===== src/rtl/colgen_pkg.sv =====
package colgen_pkg;

   typedef enum logic {
      ORD_SEQ = 1'b0,
      ORD_ILV = 1'b1
   } beat_order_e;

endpackage


===== src/rtl/colgen_mode_reg.sv =====
module colgen_mode_reg #(
   parameter int COL_W     = 9,
   parameter int LEN_W     = 3,
   parameter int FIX_CODES = 4
) (
   input  logic             clk,
   input  logic             rst_n,
   input  logic             load_i,
   input  logic [LEN_W-1:0] len_i,
   input  logic             ilv_i,
   output logic [COL_W-1:0] mask_o,
   output logic             full_o,
   output logic             ilv_o
);
   import colgen_pkg::*;

   localparam logic [LEN_W-1:0] FULL_CODE = '1;
   localparam logic [LEN_W-1:0] FIX_LIM   = LEN_W'(FIX_CODES);

   logic [LEN_W-1:0] len_q;
   beat_order_e      ord_q;
   logic [LEN_W-1:0] lg;

   always_ff @(posedge clk or negedge rst_n) begin
      if (!rst_n) begin
         len_q <= '0;
         ord_q <= ORD_SEQ;
      end else if (load_i) begin
         len_q <= len_i;
         ord_q <= beat_order_e'(ilv_i);
      end
   end

   assign full_o = (len_q == FULL_CODE);
   // codes outside the fixed range fall back to one beat
   assign lg     = (len_q < FIX_LIM) ? len_q : '0;
   // full page always counts upward
   assign ilv_o  = (ord_q == ORD_ILV) & ~full_o;

   for (genvar j = 0; j < COL_W; j++) begin : g_mask
      assign mask_o[j] = full_o | ({{(32-LEN_W){1'b0}}, lg} > 32'(j));
   end

endmodule


===== src/rtl/colgen_beat_ctr.sv =====
module colgen_beat_ctr #(
   parameter int COL_W = 9
) (
   input  logic             clk,
   input  logic             rst_n,
   input  logic             start_i,
   input  logic             stop_i,
   input  logic [COL_W-1:0] mask_i,
   input  logic             full_i,
   output logic             run_o,
   output logic [COL_W-1:0] beat_o,
   output logic             last_o
);
   logic             run_q;
   logic [COL_W-1:0] beat_q;

   assign last_o = run_q & ~full_i & (beat_q == mask_i);
   assign run_o  = run_q;
   assign beat_o = beat_q;

   always_ff @(posedge clk or negedge rst_n) begin
      if (!rst_n) begin
         run_q  <= 1'b0;
         beat_q <= '0;
      end else if (start_i) begin
         run_q  <= 1'b1;
         beat_q <= '0;
      end else if (run_q) begin
         if (stop_i || last_o) begin
            run_q  <= 1'b0;
            beat_q <= '0;
         end else begin
            beat_q <= beat_q + 1'b1;
         end
      end
   end


   beat_in_window_chk: assert property (@(posedge clk) disable iff (!rst_n)
      (run_q && !full_i) |-> ((beat_q & ~mask_i) == '0));


   stop_ends_chk: assert property (@(posedge clk) disable iff (!rst_n)
      (run_q && stop_i && !start_i) |=> !run_q);

endmodule


===== src/rtl/colgen_addr_map.sv =====
module colgen_addr_map #(
   parameter int COL_W = 9
) (
   input  logic             clk,
   input  logic             rst_n,
   input  logic             load_i,
   input  logic [COL_W-1:0] start_col_i,
   input  logic             run_i,
   input  logic [COL_W-1:0] beat_i,
   input  logic [COL_W-1:0] mask_i,
   input  logic             ilv_i,
   output logic [COL_W-1:0] col_o
);
   logic [COL_W-1:0] base_q;
   logic [COL_W-1:0] sum;

   always_ff @(posedge clk or negedge rst_n) begin
      if (!rst_n)
         base_q <= '0;
      else if (load_i)
         base_q <= start_col_i;
   end

   assign sum = base_q + beat_i;

   for (genvar j = 0; j < COL_W; j++) begin : g_bit
      assign col_o[j] = run_i & (mask_i[j] ? (ilv_i ? (base_q[j] ^ beat_i[j]) : sum[j])
                                           : base_q[j]);
   end

endmodule


===== src/rtl/sdram_burst_colgen.sv =====
module sdram_burst_colgen #(
   parameter int COL_W     = 9,
   parameter int LEN_W     = 3,
   parameter int FIX_CODES = 4
) (
   input  logic             clk,
   input  logic             rst_n,
   input  logic [LEN_W-1:0] mode_len_i,
   input  logic             mode_ilv_i,
   input  logic             start_i,
   input  logic             stop_i,
   input  logic [COL_W-1:0] start_col_i,
   output logic [COL_W-1:0] col_o,
   output logic             valid_o,
   output logic             last_o
);
   localparam int MAX_LG = FIX_CODES - 1;

   initial begin : param_chk
      assert (MAX_LG < COL_W)
         else $error("largest fixed burst must fit in the column width");
      assert (FIX_CODES >= 1 && FIX_CODES < (1 << LEN_W))
         else $error("fixed length codes must leave room for the full-page code");
   end

   logic [COL_W-1:0] mask_q;
   logic             full_q;
   logic             ilv_q;
   logic             run;
   logic [COL_W-1:0] beat;

   colgen_mode_reg #(.COL_W(COL_W), .LEN_W(LEN_W), .FIX_CODES(FIX_CODES)) u_mode (
      .clk    (clk),
      .rst_n  (rst_n),
      .load_i (start_i),
      .len_i  (mode_len_i),
      .ilv_i  (mode_ilv_i),
      .mask_o (mask_q),
      .full_o (full_q),
      .ilv_o  (ilv_q)
   );

   colgen_beat_ctr #(.COL_W(COL_W)) u_ctr (
      .clk     (clk),
      .rst_n   (rst_n),
      .start_i (start_i),
      .stop_i  (stop_i),
      .mask_i  (mask_q),
      .full_i  (full_q),
      .run_o   (run),
      .beat_o  (beat),
      .last_o  (last_o)
   );

   colgen_addr_map #(.COL_W(COL_W)) u_map (
      .clk         (clk),
      .rst_n       (rst_n),
      .load_i      (start_i),
      .start_col_i (start_col_i),
      .run_i       (run),
      .beat_i      (beat),
      .mask_i      (mask_q),
      .ilv_i       (ilv_q),
      .col_o       (col_o)
   );

   assign valid_o = run;


   start_load_chk: assert property (@(posedge clk) disable iff (!rst_n)
      start_i |=> (valid_o && col_o == $past(start_col_i)));


   last_valid_chk: assert property (@(posedge clk) disable iff (!rst_n)
      last_o |-> valid_o);


   end_after_last_chk: assert property (@(posedge clk) disable iff (!rst_n)
      (last_o && !start_i) |=> !valid_o);


   fullpage_step_chk: assert property (@(posedge clk) disable iff (!rst_n)
      (valid_o && full_q && !start_i && !stop_i) |=> (col_o == $past(col_o) + 1'b1));


   upper_hold_chk: assert property (@(posedge clk) disable iff (!rst_n)
      (valid_o && !start_i && !stop_i && !last_o) |=>
         (((col_o ^ $past(col_o)) & ~mask_q) == '0));

endmodule


===== config.mk =====
export PLATFORM = sky130hd
export DESIGN_NAME = sdram_burst_colgen
export DESIGN_NICKNAME = d
export VERILOG_FILES = /design/src/rtl/colgen_pkg.sv /design/src/rtl/colgen_mode_reg.sv /design/src/rtl/colgen_beat_ctr.sv /design/src/rtl/colgen_addr_map.sv /design/src/rtl/sdram_burst_colgen.sv
export SDC_FILE = /design/constraint.sdc
export NUM_CORES = 1
export LEC_CHECK = 0
export BUFFER_PORTS_ARGS = -buffer_cell sky130_fd_sc_hd__buf_4
export CAP_MARGIN = 15
export CORE_MARGIN = 2
export CORE_UTILIZATION = 51
export DETAILED_ROUTE_END_ITERATION = 7
export GPL_TIMING_DRIVEN = 0
export PLACE_DENSITY = 0.8
export SLEW_MARGIN = 10
export SYNTH_ARGS = -nofsm -noshare
export SYNTH_HDL_FRONTEND = slang
export SYNTH_HIERARCHICAL = 1
export SYNTH_SLANG_ARGS = --single-unit

===== constraint.sdc =====
create_clock -name clk -period 2.2 [get_ports clk]
set_input_delay 0.33 -clock clk [delete_from_list [all_inputs] [get_ports clk]]
set_output_delay 0.33 -clock clk [all_outputs]
set_load 0.005 [all_outputs]

==> run_results.csv, run 1 <==
group,metric,value,unit
placement,gp_congestion,0.873,
floorplan,total_core_area,3360,sq um
min_path,worst_hold_path_type,"input port to flip-flop",
global_routing,groute.usage.overall,24.5,%
placement,placedInstanceArea,2070,sq um
setup_path,cp_data_arrival_time,2.35,ns
setup_path,worstPathMaxFanout,3,
logic_synthesis,yosys.cell_types.count,42,
power,powerDensity,463,nW/um^2
clock_network,cts_tree,"done",
clock_network,clock_sinks,23,
sta,setup_repair_after_global_routing_missed_its_margin,"yes",
logic_synthesis,ys.flop_type,"sky130_fd_sc_hd__dfrtp_1",
final_layout,mostFrequentLayoutCells,"sky130_fd_sc_hd__buf_4, sky130_fd_sc_hd__dfrtp_1, sky130_fd_sc_hd__nor2_1",
final_layout,util_after_layout,72.3,%
final_layout,post_route_cells_drive_above_1_share,44.3,%
final_layout,flow.area_growth_from_synthesis,35.7,%
drt,drt_first_iter_violations,111,
logic_synthesis,syn_inst,196,
sta,max_slew.worst_pin.slew,0.583,ns
sta,period_needed,2.68,ns
clock_network,cts_root_buf,"sky130_fd_sc_hd__clkbuf_4",
power,power.ir.vdd_worst,0.000297,V
placement,port_buffers,27,
floorplan,top_level_i_o_count,28,
global_routing,wire_length_of_the_first_global_routing_pass,7800,um
setup_path,endpoint_kind,"output pin",
floorplan,die_area,4000,sq um
power,power.static_leakage,1.06,nW
placement,place.detailed.hpwl,2930,um
clock_network,clock_latency,0.32,ns
final_layout,number_of_antenna_cells_inserted,0,
logic_synthesis,avgSynthCellArea,9.14,sq um
sta,max_clock_freq,373,MHz
setup_path,critical_setup_path_kind,"flip-flop to output pin",
sta,final-setup-viol-count,9,
global_routing,grt_antenna_before_repair,0,
sta,setup_ws,-0.484,ns
sta,fin_setup_tns,-2.48,ns
sta,finalClockSkew,0.00860,ns
drt,number_of_antenna_violating_nets_in_the_routed_design,0,
logic_synthesis,largest_cells_by_area_after_synthesis,"sky130_fd_sc_hd__dfrtp_1, sky130_fd_sc_hd__ha_1, sky130_fd_sc_hd__mux2_2, sky130_fd_sc_hd__xor2_1, sky130_fd_sc_hd__nor2_1",
logic_synthesis,async_flop_share,100,%
clock_network,clkSlewWorstSetupHoldPaths,0.15,ns
drt,dr_total_vias,1712,
floorplan,die_w,63.3,um
run_status,violations,"setup timing",
job,maxCapViolations,0,
floorplan,fp-row-count,21,
logic_synthesis,synth_top_area_share,32.1,%
setup_path,cp.required,1.87,ns
setup_path,critical_path.startpoint_type,"flip-flop",
floorplan,initial_core_utilization,53.3,%
drt,avgViaCountPerCell,5.90,
run_status,status,"complete, but fails checks",
global_routing,largest_net_degree_at_the_start_of_global_routing,24,
clock_network,cts.path.max_buffers,2,
floorplan,dieHeight,63.3,um
drt,wirelength,4650,um
sta,timing_max_transition_violations_final,0,
final_layout,layout.cell_area.non_filler,2430,sq um
sta,period_share,122,%
final_layout,layout.nets,272,
global_routing,grt_pass1_vias,1645,
clock_network,htree_num_levels,1,
final_layout,layout.cells.most_common,"sky130_fd_sc_hd__buf_4",
drt,drc_errors,0,
drt,route.detailed.wl_per_inst,16.0,um
logic_synthesis,yosys.area.top_type,"sky130_fd_sc_hd__dfrtp_1",
logic_synthesis,synth.ff_latch_count,23,
sta,timing.max_slew.rel_slack,61.1,%
power,post-layout-total-power,1.13,mW
logic_synthesis,synth-edff-count,0,
clock_network,cts_buffers,3,
logic_synthesis,synth.yosys.warnings,6,
global_routing,globalRoute.totalOverflow,0,
drt,first_pass_iters,5,
logic_synthesis,synthesis.nets,223,
sta,hold_vio_cnt_final,0,
logic_synthesis,synth_area,1790,sq um
logic_synthesis,synth-seq-area-share,32.1,%
## final timing paths
check	from	end	slack [ns]	cells after the start
max	u_ctr/beat_o[0]	col_o[6]	-0.48	9
min	start_col_i[1]	u_map/base_q[1]	0.20	3
max reg2reg	u_mode/len_q[1]	u_ctr/beat_o[2]	0.08	10
min reg2reg	u_map/base_q[6]	u_map/base_q[6]	0.56	1
max in group asynchronous	rst_n	u_ctr/beat_o[4]	1.53	2
min in group asynchronous	rst_n	u_map/base_q[8]	0.41	2
## registers in the layout, summed over array words and instances (netlist names)
| name | flops |
|---|---|
| u_ctr/beat_o | 9 |
| u_ctr/run_o | 1 |
| u_mode/len_q | 3 |
| u_map/base_q | 9 |
| u_mode/ord_q | 1 |
## critical path, cell delays in order (launching register included)
cell and delay (ns):
sky130_fd_sc_hd__dfrtp_2 0.43, sky130_fd_sc_hd__ha_4 0.15, sky130_fd_sc_hd__inv_2 0.03, sky130_fd_sc_hd__fa_2 0.34, sky130_fd_sc_hd__nand2b_4 0.16, sky130_fd_sc_hd__a211oi_4 0.28
sky130_fd_sc_hd__a31oi_1 0.16, sky130_fd_sc_hd__xor2_1 0.19, sky130_fd_sc_hd__o22ai_1 0.17, sky130_fd_sc_hd__buf_4 0.14
## cell usage after synthesis, types with 5 or more instances
master	number
sky130_fd_sc_hd__dfrtp_1	23
sky130_fd_sc_hd__inv_1	8
sky130_fd_sc_hd__ha_1	9
sky130_fd_sc_hd__buf_4	6
sky130_fd_sc_hd__a31oi_1	5
sky130_fd_sc_hd__o21ai_0	9
sky130_fd_sc_hd__xor2_1	10
sky130_fd_sc_hd__nand2_1	16
sky130_fd_sc_hd__nor2_1	20
sky130_fd_sc_hd__mux2_2	8
sky130_fd_sc_hd__nand3_1	12
sky130_fd_sc_hd__a21oi_1	10
## cells by family after synthesis
group | Yosys count | share of synthesized area, %
and+or+nand+nor | 69 | 20.3
DFF | 23 | 32.1
AOI/OAI and AO/OA | 46 | 18.4
adders and majority gates | 11 | 8.03
muxes | 13 | 8.10
xor gates and xnor gates | 13 | 6.35
buffers and inverters | 21 | 6.63
## power breakdown
group          switching [mW]  internal [mW]  leakage (nW)  total, mW
Combinational           0.213          0.219         0.760      0.432
Clock                   0.146         0.0682        0.0177      0.214
Sequential             0.0293          0.450         0.285      0.480
## routing by layer
metal	track usage [%]	wire length, um	up-vias
met5	0	0	-
li1	-	-	797
met4	9.24	79	0
met2	39.5	2290	76
met3	2.68	244	6
met1	33.9	2030	833
## layout make-up
class | instances | area, sq um
repair buffers | 44 | 344
clock inverters | 1 | 5.00
flip-flops and latches | 23 | 579
multi-input cells | 152 | 1290
inverters | 8 | 30.0
clock buffers | 3 | 22.5
plain buffers | 13 | 98.8
well taps | 46 | 57.6
fillers | 269 | 932
## per-stage QoR
step           hold WS (ns)  setup WS, ns  cells
2_1_floorplan        0.0344       -0.0349    196
3_3_place_gp          0.244        -0.325    269
4_1_cts               0.209        -0.470    286
3_5_place_dp          0.246        -0.324    269
5_1_grt               0.204        -0.638    290
6_report              0.197        -0.484    290
## repair_timing
item	in CTS	in global routing
buffers inserted	12	3
resized for setup	26	17
pin swaps	20	14
hold buffers	1	0
endpoints found under the hold margin	23	0
cloned	0	1
setup endpoints to repair	9	17
No activity file was read; power rests on OpenSTA's default activity.
==> run 2, diff against run 1 <==
- BUFFER_PORTS_ARGS: -buffer_cell sky130_fd_sc_hd__buf_4 -> unset
- CORE_UTILIZATION: 51 -> 57
- DONT_BUFFER_PORTS: unset -> 1
- PLACE_DENSITY: 0.8 -> 0.79
==> run_results.csv, run 2 (synthesized netlist as in run 1, its figures left out) <==
group,metric,value,unit
sta,final-setup-viol-count,7,
floorplan,initial_core_utilization,59.2,%
setup_path,r2r-start,"u_mode/len_q[0]",
sta,fin_setup_tns,-1.69,ns
sta,finalClockSkew,0.00532,ns
placement,port_buffers,0,
final_layout,final-instance-count-excl-fill,261,
clock_network,cts.path.max_buffers,2,
global_routing,wire_length_of_the_first_global_routing_pass,7510,um
drt,m1WireLength,1910,um
sta,hold_vio_cnt_final,0,
sta,max_clock_freq,376,MHz
clock_network,clkSlewWorstSetupHoldPaths,0.14,ns
drt,drt_first_iter_violations,110,
power,post-layout-total-power,1.06,mW
drt,routed-wl-met3,329,um
drt,first_pass_iters,4,
placement,detailedPlace.worstSlack,-0.235,ns
power,power.ir.vdd_worst,0.000296,V
clock_network,clock_sinks,23,
drt,met2WireLength,2500,um
clock_network,clock_latency,0.33,ns
global_routing,groute.usage.overall,28.3,%
power,power.static_leakage,0.933,nW
run_status,status,"complete, but fails checks",
floorplan,top_level_i_o_count,28,
global_routing,globalRoute.totalOverflow,0,
setup_path,critical_setup_path_kind,"flip-flop to output pin",
sta,setup_ws,-0.457,ns
final_layout,number_of_antenna_cells_inserted,0,
placement,placed_cells,240,
global_routing,grt_pass1_vias,1593,
final_layout,post_route_cells_drive_above_1_share,36.9,%
sta,max_slew.worst_pin.slew,0.602,ns
final_layout,mostFrequentLayoutCells,"sky130_fd_sc_hd__buf_4, sky130_fd_sc_hd__dfrtp_1, sky130_fd_sc_hd__nor2_1",
drt,dr_total_vias,1639,
drt,avgViaCountPerCell,6.28,
setup_path,cp_data_arrival_time,2.33,ns
sta,timing_max_transition_violations_final,0,
floorplan,dieHeight,60.1,um
min_path,worst_hold_path_type,"input port to flip-flop",
clock_network,cts_buffers,3,
drt,wirelength,4870,um
drt,route.detailed.wl_per_inst,18.7,um
floorplan,die_area,3610,sq um
drt,number_of_antenna_violating_nets_in_the_routed_design,0,
clock_network,htree_num_levels,1,
sta,timing.max_slew.rel_slack,59.9,%
placement,place.detailed.hpwl,3060,um
setup_path,worst_setup_path_startpoint,"u_map/base_q[0]",
final_layout,flow.area_growth_from_synthesis,23.5,%
floorplan,die_w,60.1,um
placement,gp_congestion,0.913,
setup_path,critical_path.startpoint_type,"flip-flop",
final_layout,layout.cells.most_common,"sky130_fd_sc_hd__buf_4",
power,powerDensity,480,nW/um^2
sta,period_needed,2.66,ns
placement,placedInstanceArea,1870,sq um
global_routing,grt_antenna_before_repair,0,
min_path,worstHoldStart,"start_i",
final_layout,layout.nets,245,
drt,drc_errors,0,
floorplan,total_core_area,3030,sq um
setup_path,worstPathMaxFanout,3,
setup_path,endpoint_kind,"output pin",
clock_network,cts_tree,"done",
drt,top_signal_layer_used,"met4",
setup_path,cp.required,1.87,ns
clock_network,cts_root_buf,"sky130_fd_sc_hd__clkbuf_4",
sta,setup_repair_after_global_routing_missed_its_margin,"yes",
floorplan,fp-row-count,20,
sta,period_share,121,%
job,maxCapViolations,0,
run_status,violations,"setup timing",
global_routing,largest_net_degree_at_the_start_of_global_routing,24,
final_layout,layout.cell_area.non_filler,2210,sq um
run 2: through the flow:
stage	hold WS, ns	util (%)
after floorplan	0.0344	-
after global placement	0.0350	61.7
after detailed placement	0.0349	61.7
after CTS	0.0757	70.6
after global routing	0.0599	73.1
final	0.0741	73.1
run 2: area by class of cell:
cell class | instances | area (sq um)
plain buffers | 13 | 95.1
clock buffers | 3 | 22.5
clock inverters | 1 | 5.00
fillers | 208 | 815
inverters | 8 | 30.0
multi-input cells | 152 | 1280
flip-flops and latches | 23 | 581
well taps | 44 | 55.1
repair buffers | 17 | 141
run 2: critical path, cell delays in order (launching register included):
cell and delay [ns]:
sky130_fd_sc_hd__dfrtp_1 0.44, sky130_fd_sc_hd__ha_4 0.16, sky130_fd_sc_hd__inv_2 0.04, sky130_fd_sc_hd__fa_2 0.34
sky130_fd_sc_hd__nand2b_4 0.16, sky130_fd_sc_hd__a211oi_4 0.28, sky130_fd_sc_hd__a21oi_2 0.11, sky130_fd_sc_hd__mux2i_1 0.20
sky130_fd_sc_hd__mux2i_1 0.26
run 2: path summary, 6_finish.rpt:
kind,slack (ns),cells after the start,end
hold / removal,0.07,1,u_mode/ord_q
hold reg to reg,0.55,1,u_map/base_q[8]
setup reg to reg,0.13,9,u_ctr/beat_o[6]
setup / recovery,-0.46,8,col_o[8]
max in group asynchronous,1.43,2,u_ctr/beat_o[5]
min in group asynchronous,0.31,1,u_map/base_q[1]
run 2: timing repair:
item                                   4_1_cts  5_1_grt
hold buffers                                 1        0
pin swaps                                   18        7
gates resized for setup                     28        9
setup endpoints to repair                   14       17
endpoints found under the hold margin       23        0
buffers inserted                            13        2
run 2: power breakdown:
part	switching [mW]	internal, mW
Sequential	0.0311	0.450
Combinational	0.200	0.168
Clock	0.145	0.0684
run 2: routing by layer:
layer	global-route usage, %	vias up
met5	0	-
li1	-	739
met1	35.3	821
met3	3.90	13
met2	49.1	66
met4	11.1	0
==> run 3, diff against run 2 <==
- RECOVER_POWER: unset -> 25
- SYNTH_HIERARCHICAL: 1 -> unset
- TNS_END_PERCENT: unset -> 5
==> run_results.csv, run 3 <==
group,metric,value,unit
run_status,status,"complete, but fails checks",
run_status,violations,"setup timing",
placement,gp_congestion,0.877,
final_layout,final-instance-count-excl-fill,232,
final_layout,layout.cells.most_common,"sky130_fd_sc_hd__dfrtp_1",
setup_path,critical_setup_path_kind,"flip-flop to output pin",
placement,place.detailed.hpwl,2840,um
logic_synthesis,synth.yosys.warnings,0,
setup_path,r2r-start,"u_ctr.beat_o[5]",
logic_synthesis,synth_top_area_share,34.2,%
logic_synthesis,async_flop_share,100,%
logic_synthesis,synth.top_cells.by_count,"sky130_fd_sc_hd__dfrtp_1, sky130_fd_sc_hd__a21oi_1, sky130_fd_sc_hd__nand2_1, sky130_fd_sc_hd__nor2_1, sky130_fd_sc_hd__mux2_2",
sta,finalClockSkew,0.00870,ns
global_routing,grt_pass1_vias,1525,
logic_synthesis,avgSynthCellArea,8.76,sq um
logic_synthesis,synth-seq-area-share,34.2,%
setup_path,critical_path_cell_by_cell,"ha_4, inv_2, fa_2, nand2b_4, a21oi_4, o21ai_2, xor2_1, or3_1, a21oi_2",
clock_network,clock_sinks,23,
clock_network,cts_buffers,3,
drt,avgViaCountPerCell,6.55,
sta,max_slew.worst_pin.slew,0.698,ns
placement,detailedPlace.worstSlack,-0.243,ns
final_layout,post_route_cells_drive_above_1_share,24.4,%
drt,route.detailed.wl_per_inst,17.6,um
clock_network,cts_root_buf,"sky130_fd_sc_hd__clkbuf_4",
logic_synthesis,synthesis.nets,219,
final_layout,mostFrequentLayoutCells,"sky130_fd_sc_hd__dfrtp_1, sky130_fd_sc_hd__nand2_1, sky130_fd_sc_hd__a21oi_1, sky130_fd_sc_hd__nor2_1, sky130_fd_sc_hd__mux2_2",
global_routing,grt_antenna_before_repair,0,
floorplan,top_level_i_o_count,28,
global_routing,wire_length_of_the_first_global_routing_pass,6910,um
floorplan,initial_core_utilization,60.5,%
setup_path,cpMaxStageDelayCell,"sky130_fd_sc_hd__dfrtp_1",
sta,period_needed,2.68,ns
global_routing,largest_net_degree_at_the_start_of_global_routing,24,
sta,hold_vio_cnt_final,0,
power,powerDensity,503,nW/um^2
clock_network,htree_num_levels,1,
power,post-layout-total-power,0.964,mW
sta,setup_ws,-0.475,ns
setup_path,crit_path_max_incr_delay,0.43,ns
clock_network,clock_latency,0.33,ns
setup_path,setup.reg_to_reg.worst_slack,-0.07,ns
logic_synthesis,synth_area,1680,sq um
logic_synthesis,ys.flop_type,"sky130_fd_sc_hd__dfrtp_1",
drt,wirelength,4080,um
logic_synthesis,yosys.area.top_type,"sky130_fd_sc_hd__dfrtp_1",
power,power.static_leakage,0.815,nW
logic_synthesis,synth-edff-count,0,
sta,fin_setup_tns,-1.74,ns
floorplan,dieHeight,58.3,um
logic_synthesis,synth.most_common_cell,"sky130_fd_sc_hd__dfrtp_1",
power,power.ir.vdd_worst,0.000398,V
sta,setup_repair_after_global_routing_missed_its_margin,"yes",
drt,first_pass_iters,4,
sta,timing.max_slew.rel_slack,53.4,%
logic_synthesis,yosys.cell_types.count,47,
sta,period_share,122,%
drt,number_of_antenna_violating_nets_in_the_routed_design,0,
placement,placed_cells,223,
global_routing,groute.usage.overall,26.5,%
floorplan,die_w,58.3,um
min_path,min_path_cells,2,
drt,drt_first_iter_violations,63,
setup_path,crit-reg2reg-capture,"u_ctr.beat_o[8]",
floorplan,total_core_area,2780,sq um
setup_path,reg2regPathDepth,7,
min_path,hold_path_end,"u_mode.len_q[0]",
job,maxCapViolations,0,
sta,final-setup-viol-count,8,
logic_synthesis,syn_inst,192,
final_layout,layout.nets,229,
final_layout,util_after_layout,69.0,%
clock_network,clkSlewWorstSetupHoldPaths,0.13,ns
clock_network,cts.path.max_buffers,2,
setup_path,endpoint_kind,"output pin",
setup_path,cp.required,1.87,ns
final_layout,flow.area_growth_from_synthesis,14.0,%
sta,max_clock_freq,374,MHz
sta,timing_max_transition_violations_final,0,
drt,dr_total_vias,1520,
clock_network,cts_tree,"done",
min_path,worst_hold_path_type,"input port to flip-flop",
setup_path,worstPathMaxFanout,3,
logic_synthesis,largest_cells_by_area_after_synthesis,"sky130_fd_sc_hd__dfrtp_1, sky130_fd_sc_hd__ha_1, sky130_fd_sc_hd__mux2_2, sky130_fd_sc_hd__a21oi_1, sky130_fd_sc_hd__nand2_1",
floorplan,die_area,3400,sq um
setup_path,critical_path.startpoint_type,"flip-flop",
setup_path,cp_data_arrival_time,2.35,ns
floorplan,fp-row-count,19,
global_routing,globalRoute.totalOverflow,0,
drt,drc_errors,0,
min_path,worstHoldStart,"mode_len_i[0]",
final_layout,number_of_antenna_cells_inserted,0,
placement,port_buffers,0,
logic_synthesis,synth.ff_latch_count,23,
[run 3: changes by cell type after synthesis, sizes merged, moves of 4 or more]
cell and change:
o31ai +4, o21ai +5, a21oi +9, a31oi -6, buf -8, clkbuf +5
nor2 -6, xor2 -9, nand3 -8, a211oi -5
[run 3: cells by family after synthesis]
group                    synth area share (%)
buffers and inverters                    5.13
AO/OA/AOI/OAI                            19.8
adder cells (fa/ha/maj)                  8.48
multiplexers                             7.29
XOR/XNOR                                 2.60
AND/OR/NAND/NOR                          22.5
flip-flops                               34.2
[run 3: final cells by class]
class                      count  area, sq um
buffer                        10         67.6
sequential                    23          583
clock buffer                   3         22.5
inverter                       9         33.8
timing repair buffer           5         47.5
multi-input combinational    150         1120
clock inverter                 1         5.00
fill                         220          863
tap                           31         38.8
[run 3: per-layer routing]
metal	wire length, um	up-vias	track usage (%)
met5	0	-	0
met4	95	0	11.3
met3	202	11	3.30
met2	1960	50	42.9
met1	1820	735	35.8
li1	-	724	-
[run 3: critical path: cells and delay by family (launching register included)]
kind	cells	cell delay (ns)
compound gates	3	0.39
xor+xnor	1	0.16
fa+ha+maj	2	0.49
buf+inv	1	0.04
flops	1	0.43
simple gates	2	0.50
[run 3: through the flow]
step	hold WS (ns)	cell area, sq um
2_1_floorplan	0.0344	1710
3_3_place_gp	0.0352	1750
3_5_place_dp	0.0350	1750
4_1_cts	0.122	1860
5_1_grt	0.136	1920
6_report	0.121	1920
[run 3: how the worst max path moves through the flow]
| stage | startpoint | end | slack [ns] |
|---|---|---|---|
| floorplan | u_ctr.beat_o[0] | col_o[8] | -0.02 |
| finish | u_map.base_q[0] | col_o[8] | -0.48 |
| global placement | u_ctr.beat_o[1] | col_o[7] | -0.20 |
| CTS | u_map.base_q[0] | col_o[8] | -0.47 |
| global route | u_map.base_q[0] | col_o[8] | -0.56 |
| detailed placement | u_ctr.beat_o[1] | col_o[7] | -0.24 |
[run 3: report_power, final]
part / leakage [nW] / switching [mW] / internal (mW) / total, mW
registers: 0.280 / 0.0298 / 0.450 / 0.480
clock network: 0.0177 / 0.140 / 0.0683 / 0.208
logic: 0.518 / 0.155 / 0.121 / 0.276
[run 3: repair_timing]
action | CTS | global route
setup buffers | 3 | 0
resized for setup | 16 | 11
endpoints found under the setup margin | 10 | 10
pin swaps | 7 | 0
endpoints found under the hold margin | 23 | 0
hold buffers | 1 | 0
